$ cat src/rtl/pcfg_pkg.sv
package pcfg_pkg;
  localparam int ADDR_W   = 7;
  localparam int DATA_W   = 8;
  localparam int NUM_REGS = 'h45;
  localparam logic [ADDR_W-1:0] MAX_ADDR = 7'h44;
  localparam logic [DATA_W-1:0] ID_VALUE = 8'h96;
  localparam int FRAME_BITS = 2 * DATA_W;

  localparam int A_ID     = 'h00;
  localparam int A_GRESET = 'h04;
  localparam int A_SCAN   = 'h06;
  localparam int A_PWR    = 'h07;
  localparam int A_POL    = 'h0A;
  localparam int A_SYNC   = 'h0B;

  // Addresses that hold storage.
  function automatic logic reg_impl(input int a);
    return (a >= 'h01 && a <= 'h03) || (a >= 'h06 && a <= 'h0B) ||
           (a >= 'h10 && a <= 'h17);
  endfunction

  function automatic logic [DATA_W-1:0] reg_default(input int a);
    case (a)
      'h01:    return 8'h0F;
      'h02:    return 8'h2E;
      'h03:    return 8'h12;
      'h06:    return 8'h03;
      'h0A:    return 8'h09;
      default: return 8'h00;
    endcase
  endfunction
endpackage

$ cat src/rtl/pcfg_sync.sv
module pcfg_sync #(
  parameter int W      = 3,
  parameter int STAGES = 2
) (
  input  logic         clk,
  input  logic         rst,
  input  logic [W-1:0] rst_val,
  input  logic [W-1:0] d,
  output logic [W-1:0] q
);
  for (genvar b = 0; b < W; b++) begin : g_bit
    logic [STAGES-1:0] chain;
    always_ff @(posedge clk) begin
      if (rst) chain <= {STAGES{rst_val[b]}};
      else     chain <= {chain[STAGES-2:0], d[b]};
    end
    assign q[b] = chain[STAGES-1];
  end
endmodule

$ cat src/rtl/pcfg_spi_frame.sv
module pcfg_spi_frame
  import pcfg_pkg::*;
(
  input  logic              clk,
  input  logic              rst,
  input  logic              sck_s,
  input  logic              cs_n_s,
  input  logic              mosi_s,
  input  logic [DATA_W-1:0] rd_data,
  output logic [ADDR_W-1:0] rd_addr,
  output logic              wr_en,
  output logic [ADDR_W-1:0] wr_addr,
  output logic [DATA_W-1:0] wr_data,
  output logic              miso,
  output logic              frame_active
);
  localparam int CNT_W = $clog2(FRAME_BITS + 1);
  localparam logic [CNT_W-1:0] LAST_ADDR_BIT = CNT_W'(DATA_W - 1);
  localparam logic [CNT_W-1:0] LAST_BIT      = CNT_W'(FRAME_BITS - 1);
  localparam logic [CNT_W-1:0] DONE          = CNT_W'(FRAME_BITS);

  logic              sck_d;
  logic              rise;
  logic [CNT_W-1:0]  bit_cnt;
  logic [DATA_W-2:0] shreg;
  logic              is_read;
  logic              load_pend;
  logic [DATA_W-1:0] tx;
  logic [ADDR_W-1:0] addr_q;

  assign frame_active = ~cs_n_s;
  assign rise         = sck_s & ~sck_d;
  assign rd_addr      = addr_q;

  always_ff @(posedge clk) begin
    if (rst) sck_d <= 1'b0;
    else     sck_d <= sck_s;
  end

  always_ff @(posedge clk) begin
    if (rst || cs_n_s) begin
      bit_cnt   <= '0;
      shreg     <= '0;
      is_read   <= 1'b0;
      load_pend <= 1'b0;
      tx        <= '0;
      addr_q    <= '0;
      wr_en     <= 1'b0;
      wr_addr   <= '0;
      wr_data   <= '0;
      miso      <= 1'b0;
    end else begin
      wr_en     <= 1'b0;
      load_pend <= 1'b0;
      miso      <= tx[DATA_W-1];
      if (load_pend && is_read) tx <= rd_data;
      if (rise && bit_cnt != DONE) begin
        shreg   <= {shreg[DATA_W-3:0], mosi_s};
        bit_cnt <= bit_cnt + 1'b1;
        if (bit_cnt == LAST_ADDR_BIT) begin
          is_read   <= shreg[DATA_W-2];
          addr_q    <= {shreg[ADDR_W-2:0], mosi_s};
          load_pend <= 1'b1;
        end
        if (bit_cnt > LAST_ADDR_BIT) tx <= {tx[DATA_W-2:0], 1'b0};
        if (bit_cnt == LAST_BIT && !is_read) begin
          wr_en   <= 1'b1;
          wr_addr <= addr_q;
          wr_data <= {shreg, mosi_s};
        end
      end
    end
  end
endmodule

$ cat src/rtl/pcfg_regbank.sv
module pcfg_regbank
  import pcfg_pkg::*;
(
  input  logic              clk,
  input  logic              rst,
  input  logic              wr_en,
  input  logic [ADDR_W-1:0] wr_addr,
  input  logic [DATA_W-1:0] wr_data,
  input  logic [ADDR_W-1:0] rd_addr,
  output logic [DATA_W-1:0] rd_data,
  output logic              greset_pulse,
  output logic [DATA_W-1:0] scan_cfg,
  output logic [6:0]        pwr_cfg,
  output logic [6:0]        pol_cfg,
  output logic [1:0]        sync_sel,
  output logic              line_inv_cfg
);
  logic [DATA_W-1:0] regs [NUM_REGS];
  logic              greset_req;

  assign greset_req = wr_en && (wr_addr == ADDR_W'(A_GRESET)) && !wr_data[0];

  always_ff @(posedge clk) begin
    for (int i = 0; i < NUM_REGS; i++) begin
      if (rst || greset_req)
        regs[i] <= reg_default(i);
      else if (wr_en && wr_addr == ADDR_W'(i) && reg_impl(i))
        regs[i] <= wr_data;
    end
  end

  always_ff @(posedge clk) begin
    if (rst) greset_pulse <= 1'b0;
    else     greset_pulse <= greset_req;
  end

  always_comb begin
    rd_data = '0;
    for (int i = 0; i < NUM_REGS; i++)
      if (rd_addr == ADDR_W'(i)) rd_data = regs[i];
    if (rd_addr == ADDR_W'(A_ID)) rd_data = ID_VALUE;
  end

  assign scan_cfg     = regs[A_SCAN];
  assign pwr_cfg      = regs[A_PWR][6:0];
  assign pol_cfg      = regs[A_POL][6:0];
  assign sync_sel     = regs[A_SYNC][3:2];
  assign line_inv_cfg = regs[A_SYNC][0];
endmodule

$ cat src/rtl/panel_cfg_spi.sv
module panel_cfg_spi
  import pcfg_pkg::*;
(
  input  logic       clk,
  input  logic       rst,
  input  logic       spi_sck,
  input  logic       spi_cs_n,
  input  logic       spi_mosi,
  output logic       spi_miso,
  output logic       greset_pulse,
  output logic       scan_lr,
  output logic       scan_td,
  output logic [1:0] video_std,
  output logic [3:0] input_fmt,
  output logic       input_active,
  output logic       pwr_normal,
  output logic [4:0] supply_en,
  output logic       pwr_auto,
  output logic       dclk_pol,
  output logic       hsync_pol,
  output logic       vsync_pol,
  output logic       de_pol,
  output logic       chroma_swap,
  output logic       yuv_formula,
  output logic       level_invert,
  output logic [1:0] sync_mode,
  output logic       line_inv
);
  localparam logic [DATA_W-1:0] DEF_SCAN = reg_default(A_SCAN);
  localparam logic [DATA_W-1:0] DEF_POL  = reg_default(A_POL);

  logic              sck_s, cs_n_s, mosi_s;
  logic [ADDR_W-1:0] rd_addr, wr_addr;
  logic [DATA_W-1:0] rd_data, wr_data;
  logic              wr_en, frame_active;
  logic [DATA_W-1:0] scan_cfg;
  logic [6:0]        pwr_cfg, pol_cfg;
  logic [1:0]        sync_sel;
  logic              line_inv_cfg;

  pcfg_sync #(.W(3), .STAGES(2)) u_sync (
    .clk(clk), .rst(rst), .rst_val(3'b010),
    .d({spi_sck, spi_cs_n, spi_mosi}),
    .q({sck_s, cs_n_s, mosi_s})
  );

  pcfg_spi_frame u_frame (
    .clk(clk), .rst(rst), .sck_s(sck_s), .cs_n_s(cs_n_s), .mosi_s(mosi_s),
    .rd_data(rd_data), .rd_addr(rd_addr), .wr_en(wr_en), .wr_addr(wr_addr),
    .wr_data(wr_data), .miso(spi_miso), .frame_active(frame_active)
  );

  pcfg_regbank u_bank (
    .clk(clk), .rst(rst), .wr_en(wr_en), .wr_addr(wr_addr), .wr_data(wr_data),
    .rd_addr(rd_addr), .rd_data(rd_data), .greset_pulse(greset_pulse),
    .scan_cfg(scan_cfg), .pwr_cfg(pwr_cfg), .pol_cfg(pol_cfg),
    .sync_sel(sync_sel), .line_inv_cfg(line_inv_cfg)
  );

  function automatic logic fmt_ok(input logic [3:0] f);
    return !(f == 4'h4 || f == 4'h9 || f >= 4'hC);
  endfunction

  always_ff @(posedge clk) begin
    if (rst) begin
      scan_lr      <= DEF_SCAN[0];
      scan_td      <= DEF_SCAN[1];
      video_std    <= DEF_SCAN[3:2];
      input_fmt    <= DEF_SCAN[7:4];
      input_active <= fmt_ok(DEF_SCAN[7:4]);
      pwr_normal   <= 1'b0;
      supply_en    <= '0;
      pwr_auto     <= 1'b0;
      dclk_pol     <= DEF_POL[0];
      hsync_pol    <= DEF_POL[1];
      vsync_pol    <= DEF_POL[2];
      de_pol       <= DEF_POL[3];
      chroma_swap  <= DEF_POL[4];
      yuv_formula  <= DEF_POL[5];
      level_invert <= DEF_POL[6];
      sync_mode    <= '0;
      line_inv     <= 1'b0;
    end else begin
      scan_lr      <= scan_cfg[0];
      scan_td      <= scan_cfg[1];
      video_std    <= scan_cfg[3:2];
      input_fmt    <= scan_cfg[7:4];
      input_active <= fmt_ok(scan_cfg[7:4]);
      pwr_normal   <= pwr_cfg[0];
      supply_en    <= pwr_cfg[5:1];
      pwr_auto     <= pwr_cfg[6];
      dclk_pol     <= pol_cfg[0];
      hsync_pol    <= pol_cfg[1];
      vsync_pol    <= pol_cfg[2];
      de_pol       <= pol_cfg[3];
      chroma_swap  <= pol_cfg[4];
      yuv_formula  <= pol_cfg[5];
      level_invert <= pol_cfg[6];
      sync_mode    <= sync_sel;
      line_inv     <= line_inv_cfg;
    end
  end
endmodule

$ cat config.mk
export PLATFORM = sky130hd
export DESIGN_NAME = panel_cfg_spi
export DESIGN_NICKNAME = d
export VERILOG_FILES = /design/src/rtl/pcfg_pkg.sv /design/src/rtl/pcfg_sync.sv /design/src/rtl/pcfg_spi_frame.sv /design/src/rtl/pcfg_regbank.sv /design/src/rtl/panel_cfg_spi.sv
export SDC_FILE = /design/constraint.sdc
export NUM_CORES = 1
export LEC_CHECK = 0
export BUFFER_PORTS_ARGS = -buffer_cell sky130_fd_sc_hd__buf_4
export CORE_UTILIZATION = 67
export DETAILED_ROUTE_END_ITERATION = 12
export PLACE_DENSITY = 0.85
export SLEW_MARGIN = 40
export SYNTH_ARGS = -nofsm -noshare
export SYNTH_HDL_FRONTEND = slang
export SYNTH_SLANG_ARGS = --single-unit
export TNS_END_PERCENT = 1
$ cat constraint.sdc
create_clock -name clk -period 4.14 [get_ports clk]
set_clock_uncertainty 0.1 [all_clocks]
set_input_delay 0.621 -clock clk [delete_from_list [all_inputs] [get_ports clk]]
set_output_delay 0.621 -clock clk [all_outputs]
set_load 0.02 [all_outputs]
After elaboration in Yosys (flattened, before gate mapping)

Memories as Yosys holds them, arrays and structs flattened.
Cells that the tools add are included.

Word-level logic and storage cells: 330
Memories kept: 1
Input bits: 5
Register bits after elaboration: 80
Bits in writable memories: 552
Output and inout port bits: 28

Reductions and logical operators: 33
Magnitude comparators: 2
Add/subtract/negate cells: 1
Multiplexer cells: 150
Bitwise gates (word level): 20
Eq/ne operators: 91

Memories:

| name        | depth | bits a word | read ports | clocked after memory_dff | wr ports | line               | text |
|---|---|---|---|---|---|---|---|
| u_bank.regs | 69    | 8           | 68         | 0                        | 69       | pcfg_regbank.sv:18 | `logic [DATA_W-1:0] regs [NUM_REGS];` |

Operators by type and width:

| operator                                                             | number |
|---|---|
| 8-bit 2-to-1 mux                                                     | 95 |
| 7-bit by 6-bit == test with 1-bit output, second input constant      | 32 |
| 7-bit by 5-bit == test with 1-bit output, second input constant      | 24 |
| 7-bit by 4-bit == test with 1-bit output, second input constant      | 12 |
| 1-bit 2-to-1 mux                                                     | 55 |
| 7-bit by 3-bit == test with 1-bit output, second input constant      | 7 |
| 7-bit == test, second input constant                                 | 5 |
| 7-bit by 2-bit == test with 1-bit output, second input constant      | 4 |
| 1-bit logical AND                                                    | 22 |
| 1-bit bitwise OR                                                     | 17 |
| 7-bit by 1-bit == test with 1-bit output, second input constant      | 2 |
| 7-bit zero test                                                      | 1 |
| 5-bit by 1-bit adder with 5-bit output, second input constant        | 1 |
| 5-bit by 3-bit == test with 1-bit output, second input constant      | 1 |
| 5-bit by 4-bit == test with 1-bit output, second input constant      | 1 |
| 5-bit by 3-bit > comparator with 1-bit output, second input constant | 1 |
| 5-bit != test, second input constant                                 | 1 |
| 4-bit by 3-bit == test with 1-bit output, second input constant      | 1 |
| 4-bit == test, second input constant                                 | 1 |
| 4-bit greater-or-equal comparator, second input constant             | 1 |
| 1-bit logical OR                                                     | 4 |
| 2-bit AND reduction                                                  | 2 |
| 1-bit zero test                                                      | 3 |
| 1-bit NOT                                                            | 2 |
| other kinds (2)                                                      | 2 |

Logic depth before layout (Yosys ltp)

Depth in word-level cells: 73
Depth in mapped cells: 9
Mapped depth without buffers: 8

Cells and area by module

From an unflattened synthesis, not the netlist that was laid out.

Cell total of the unflattened synthesis: 955
Area total of the unflattened synthesis: 10207.3 um^2

By module, submodules not included:

| module         | seq. area each (um^2) | cells each | area each (um^2) | instances |
|---|---|---|---|---|
| pcfg_regbank   | 4103.9                | 647        | 7235.7           | 1 |
| pcfg_spi_frame | 940.9                 | 234        | 1994.4           | 1 |
| panel_cfg_spi  | 520.5                 | 58         | 733.2            | 1 |
| pcfg_sync      | 120.1                 | 16         | 244.0            | 1 |

Worst setup path after synthesis

OpenSTA, ideal clock, no wires.

Path type: register to register
From: register u_frame.wr_en
To: memory u_bank.regs[8][0] (netlist: u_bank.regs[1][0]), enable pin
Slack: 1.956 ns
Setup time: 0.384 ns
Path buffers: 2
Clock period less this slack: 2.184 ns
Data arrival time: 1.700 ns
Stages on the path, launching flop included: 7
Data required time: 3.656 ns
Path through: dfxtp_1 > or3b_2 > clkbuf_1 > nor3_1 > nor2_1 > clkbuf_1 > o21ai_0

RTL lines:

| what                   | line                 | text |
|---|---|---|
| start, declared        | pcfg_spi_frame.sv:11 | `output logic wr_en,` |
| start signal, assigned | pcfg_spi_frame.sv:48 | `wr_en <= 1'b0;` |
| start signal, assigned | pcfg_spi_frame.sv:53 | `wr_en <= 1'b0;` |
| start signal, assigned | pcfg_spi_frame.sv:67 | `wr_en <= 1'b1;` |
| end, declared          | pcfg_regbank.sv:18   |  |

Worst setup path after layout

From: register u_frame.addr_q[1] (netlist: u_frame.rd_addr[1])
To: register u_frame.tx[0]

Cells in the longest elaborated chain, start to end: 73
Elaborated cells on any way between the ends: 141
Those cells by class: eq/ne (68); mux (72); reduce/logical (1)

Ends and longest elaborated chain:

| what                                     | line                 | text |
|---|---|---|
| start, declared                          | pcfg_spi_frame.sv:29 | `logic [ADDR_W-1:0] addr_q;` |
| start signal, assigned                   | pcfg_spi_frame.sv:62 | `addr_q <= {shreg[ADDR_W-2:0], mosi_s};` |
| 7-bit by 1-bit == test with 1-bit output | pcfg_regbank.sv:40   | `if (rd_addr == ADDR_W'(i)) rd_data = regs[i];` |
| 8-bit 2-to-1 mux (68 in a row)           | pcfg_regbank.sv:40   |  |
| 8-bit 2-to-1 mux *                       | pcfg_regbank.sv:41   | `if (rd_addr == ADDR_W'(A_ID)) rd_data = ID_VALUE;` |
| 8-bit 2-to-1 mux *                       | pcfg_spi_frame.sv:56 | `if (load_pend && is_read) tx <= rd_data;` |
| 8-bit 2-to-1 mux                         | pcfg_spi_frame.sv:65 | `if (bit_cnt > LAST_ADDR_BIT) tx <= {tx[DATA_W-2:0], 1'b0};` |
| 8-bit 2-to-1 mux *                       | pcfg_spi_frame.sv:57 | `if (rise && bit_cnt != DONE) begin` |
| end signal, assigned                     | pcfg_spi_frame.sv:56 |  |
| end signal, assigned                     | pcfg_spi_frame.sv:65 |  |
| end, declared                            | pcfg_spi_frame.sv:28 | `logic [DATA_W-1:0] tx;` |

Mark *: on every way between the ends. The rest lies on a longest branch, timed or not.
A chain may end at the register's enable or synchronous reset.

==> out/results.txt <==
number of flops mapped to enable cells by yosys: 136
TNS Setup: 0 ns
Final Max Slew Viols: 0
Critical Path AT: 3.32 ns
n_diodes: 0
unrepaired setup endpoints after global routing: false
crit path from: u_frame.rd_addr[1]
Seq/Total Area, Yosys: 56.8%
FILL cells: 922
Cells after Synth: 931
top-level I/O count: 33
largest net degree at the start of global routing: 53
Via density: 6.85
DRT Pass-1 Iters: 6
critical path's slowest cell: dfxtp_2
Root Driver: clkbuf_16
Crit Path Class: reg -> reg
FMAX: 336 MHz
GRT Residual Overflow: 0
worst setup path endpoint: u_frame.tx[0]
Tot Pwr: 4.55 mW
initial antenna violation count: 2
clock-pin transition on the worst setup and hold timing paths: 0.06 ns
critical path, cell by cell: buf_4 > or2_1 > nor2_1 > a211oi_1 > o221ai_1 > or2_2 > o21ai_1
ratio of cells with drive above 1 in the final layout: 13.8%
Storage cell area: 0.00570 mm²
H-tree Lvls: 1
Avg WL per Cell: 25.5 µm
Vert. Die Dim: 124 µm
Max VDD drop: 491 µV
Final ANT Viol Nets: 0
max_cap viols: 0
FF-to-FF path depth: 7
CP startpoint kind: register
row cnt: 44
Post-Route WL: 29200 µm
most frequent cells in the layout: edfxtp_1, and2_1, nor2_1, dfxtp_1, nand2_1
fin util: 76.7%
Final HPWL DP: 19500 µm
Synth Net Count: 939
Top FF cell, synth: edfxtp_1
Reg2Reg Setup Slack: 1.16 ns
CTS Buf Count: 22
Leak: 3.89 nW
Flop pwr share: 51.9%
min Tclk post-route: 2.98 ns
effective utilization at floorplan: 68.9%
Layout Nets: 953
#FFs+latches synth: 216
first-pass GRT wire length: 43900 µm
Worst Hold Class: in -> reg
Post CTS Setup Buffer Count: 0
vias in the first global route: 7155
GPL Wtd Cong: 1.01
Slew @ Worst Pin: 0.804 ns
final hold violation count: 0
area grow syn2layout: 11.4%
switching fraction of total power: 20.1%
CP Capture Type: register
Skew-Pair Late Insertion Delay: 0.50 ns
status: finished, final reports clean
via count: 7839
Sw Pwr: 0.915 mW
Num Clock Sinks: 216
worst-path maximum fanout: 38
TritonCTS clock tree: built
final setup violating endpoints: 0
Post-CTS Hold Fix Bufs: 0
PostCTS Resize Cnt: 0
synthesized area: 0.0100 mm²
commonest non-fill, non-tap cell in the layout: edfxtp_1
Pwr Density: 408 mW/mm²
share of synthesized registers carrying an async set or reset: 0%
R2R Path End: u_frame.tx[0]
CP Data Required Time: 4.48 ns
crit share post-route: 71.9%
Clock Path Buffers: 3
area of the multi-input gates: 0.00405 mm²
initial DRC count: 1139
die width: 124 µm
Synthesis Warnings: 0
Core Area: 0.0145 mm²
gr usage total: 37.5%
critical path's largest stage delay: 0.69 ns
Die ar.: 0.0154 mm²
power share of the clock group: 45.9%
library cells used by synthesis: 78
PortBufs: 32
Synth Area per Inst: 10.8 µm²
Gate power share: 2.3%
P_int: 3.63 mW
FF-to-FF Start: u_frame.rd_addr[1]
DRC: 0
Worst slew margin: 46.4%
[final cells by class]
class,instances,share of cell area (%)
flip-flops and latches,216,51.1
multi-input cells,647,36.3
clock buffers,25,5.23
repair buffers,51,3.43
well taps,184,2.06
clock inverters,15,1.65
inverters,7,0.236
[metal layers]
metal  vias to the layer above  track usage, %  part of all wire (%)
met1                      3765            53.7                    39
li1                       3393               -                     -
met5                         -               0                     0
met4                         0            11.1                   3.5
met2                       584            59.1                    46
met3                        97            6.42                    12
[critical path: cells and delay by family (launching register included)]
kind / cells / cell delay (ns)
DFF: 1 / 0.69
AOI/OAI and AO/OA: 3 / 0.78
and+or+nand+nor: 3 / 0.81
buffers and inverters: 1 / 0.53
[cell usage after synthesis (19+ instances only)]
library cell,number,area share (%)
and2_1,128,8.0
mux2i_1,30,3.0
nor2_1,69,2.6
clkbuf_1,40,1.5
edfxtp_1,136,41
nand3_1,19,0.95
o21ai_0,52,2.6
dfxtp_1,80,16
nor2b_1,32,2.0
nand2_1,63,2.4
a21oi_1,38,1.9
[power groups by stage]
stage	Sequential [mW]	Combinational, mW	Clock (mW)
after floorplan	2.40	0.0511	0
after global placement	2.40	0.0981	0
after detailed placement	2.40	0.102	0
after CTS	2.36	0.102	2.09
after global routing	2.36	0.109	2.16
final	2.36	0.103	2.08
[how the worst min path moves through the flow]
stage                                         from                       end  slack [ns]  cells after the start
after CTS                                 spi_cs_n  u_sync.g_bit[1].chain[0]        0.20                      2
after global routing                      spi_cs_n  u_sync.g_bit[1].chain[0]        0.21                      2
after floorplan           u_sync.g_bit[1].chain[0]  u_sync.g_bit[1].chain[1]        0.29                      1
final                                     spi_cs_n  u_sync.g_bit[1].chain[0]        0.21                      2
after detailed placement  u_sync.g_bit[1].chain[0]  u_sync.g_bit[1].chain[1]        0.30                      1
after global placement    u_sync.g_bit[1].chain[0]  u_sync.g_bit[1].chain[1]        0.29                      1
[metrics by stage]
stage / worst slack (ns) / cells / hold slack [ns] / instance area [µm²]
after detailed placement: 1.30 / 1105 / 0.302 / 10400
after CTS: 1.28 / 1145 / 0.203 / 11100
after global placement: 1.28 / 1105 / 0.294 / 10400
after floorplan: 1.96 / 931 / 0.289 / 10000
final: 1.16 / 1145 / 0.211 / 11200
after global routing: 1.16 / 1145 / 0.206 / 11200
[flip-flops by register name, indices dropped and copies added, names as in the netlist, 2 cells and up]
name                flops
input_fmt               4
u_bank.regs           136
u_frame.wr_data         8
sync_mode               2
u_frame.bit_cnt         5
u_frame.tx              8
u_sync.g_bit.chain      6
u_frame.rd_addr         7
video_std               2
u_frame.shreg           7
supply_en               5
u_frame.wr_addr         7
[cell families (layout without fill, tap and decap cells)]
family,after synthesis,after routing,synth area share [%]
simple gates,412,412,23.3
flops,216,216,56.8
compound gates,191,191,12.4
buf+inv,68,98,2.94
mux,38,38,3.90
fa+ha+maj,3,3,0.375
xor+xnor,3,3,0.263
Note: power is estimated with default switching activity, not from simulation.
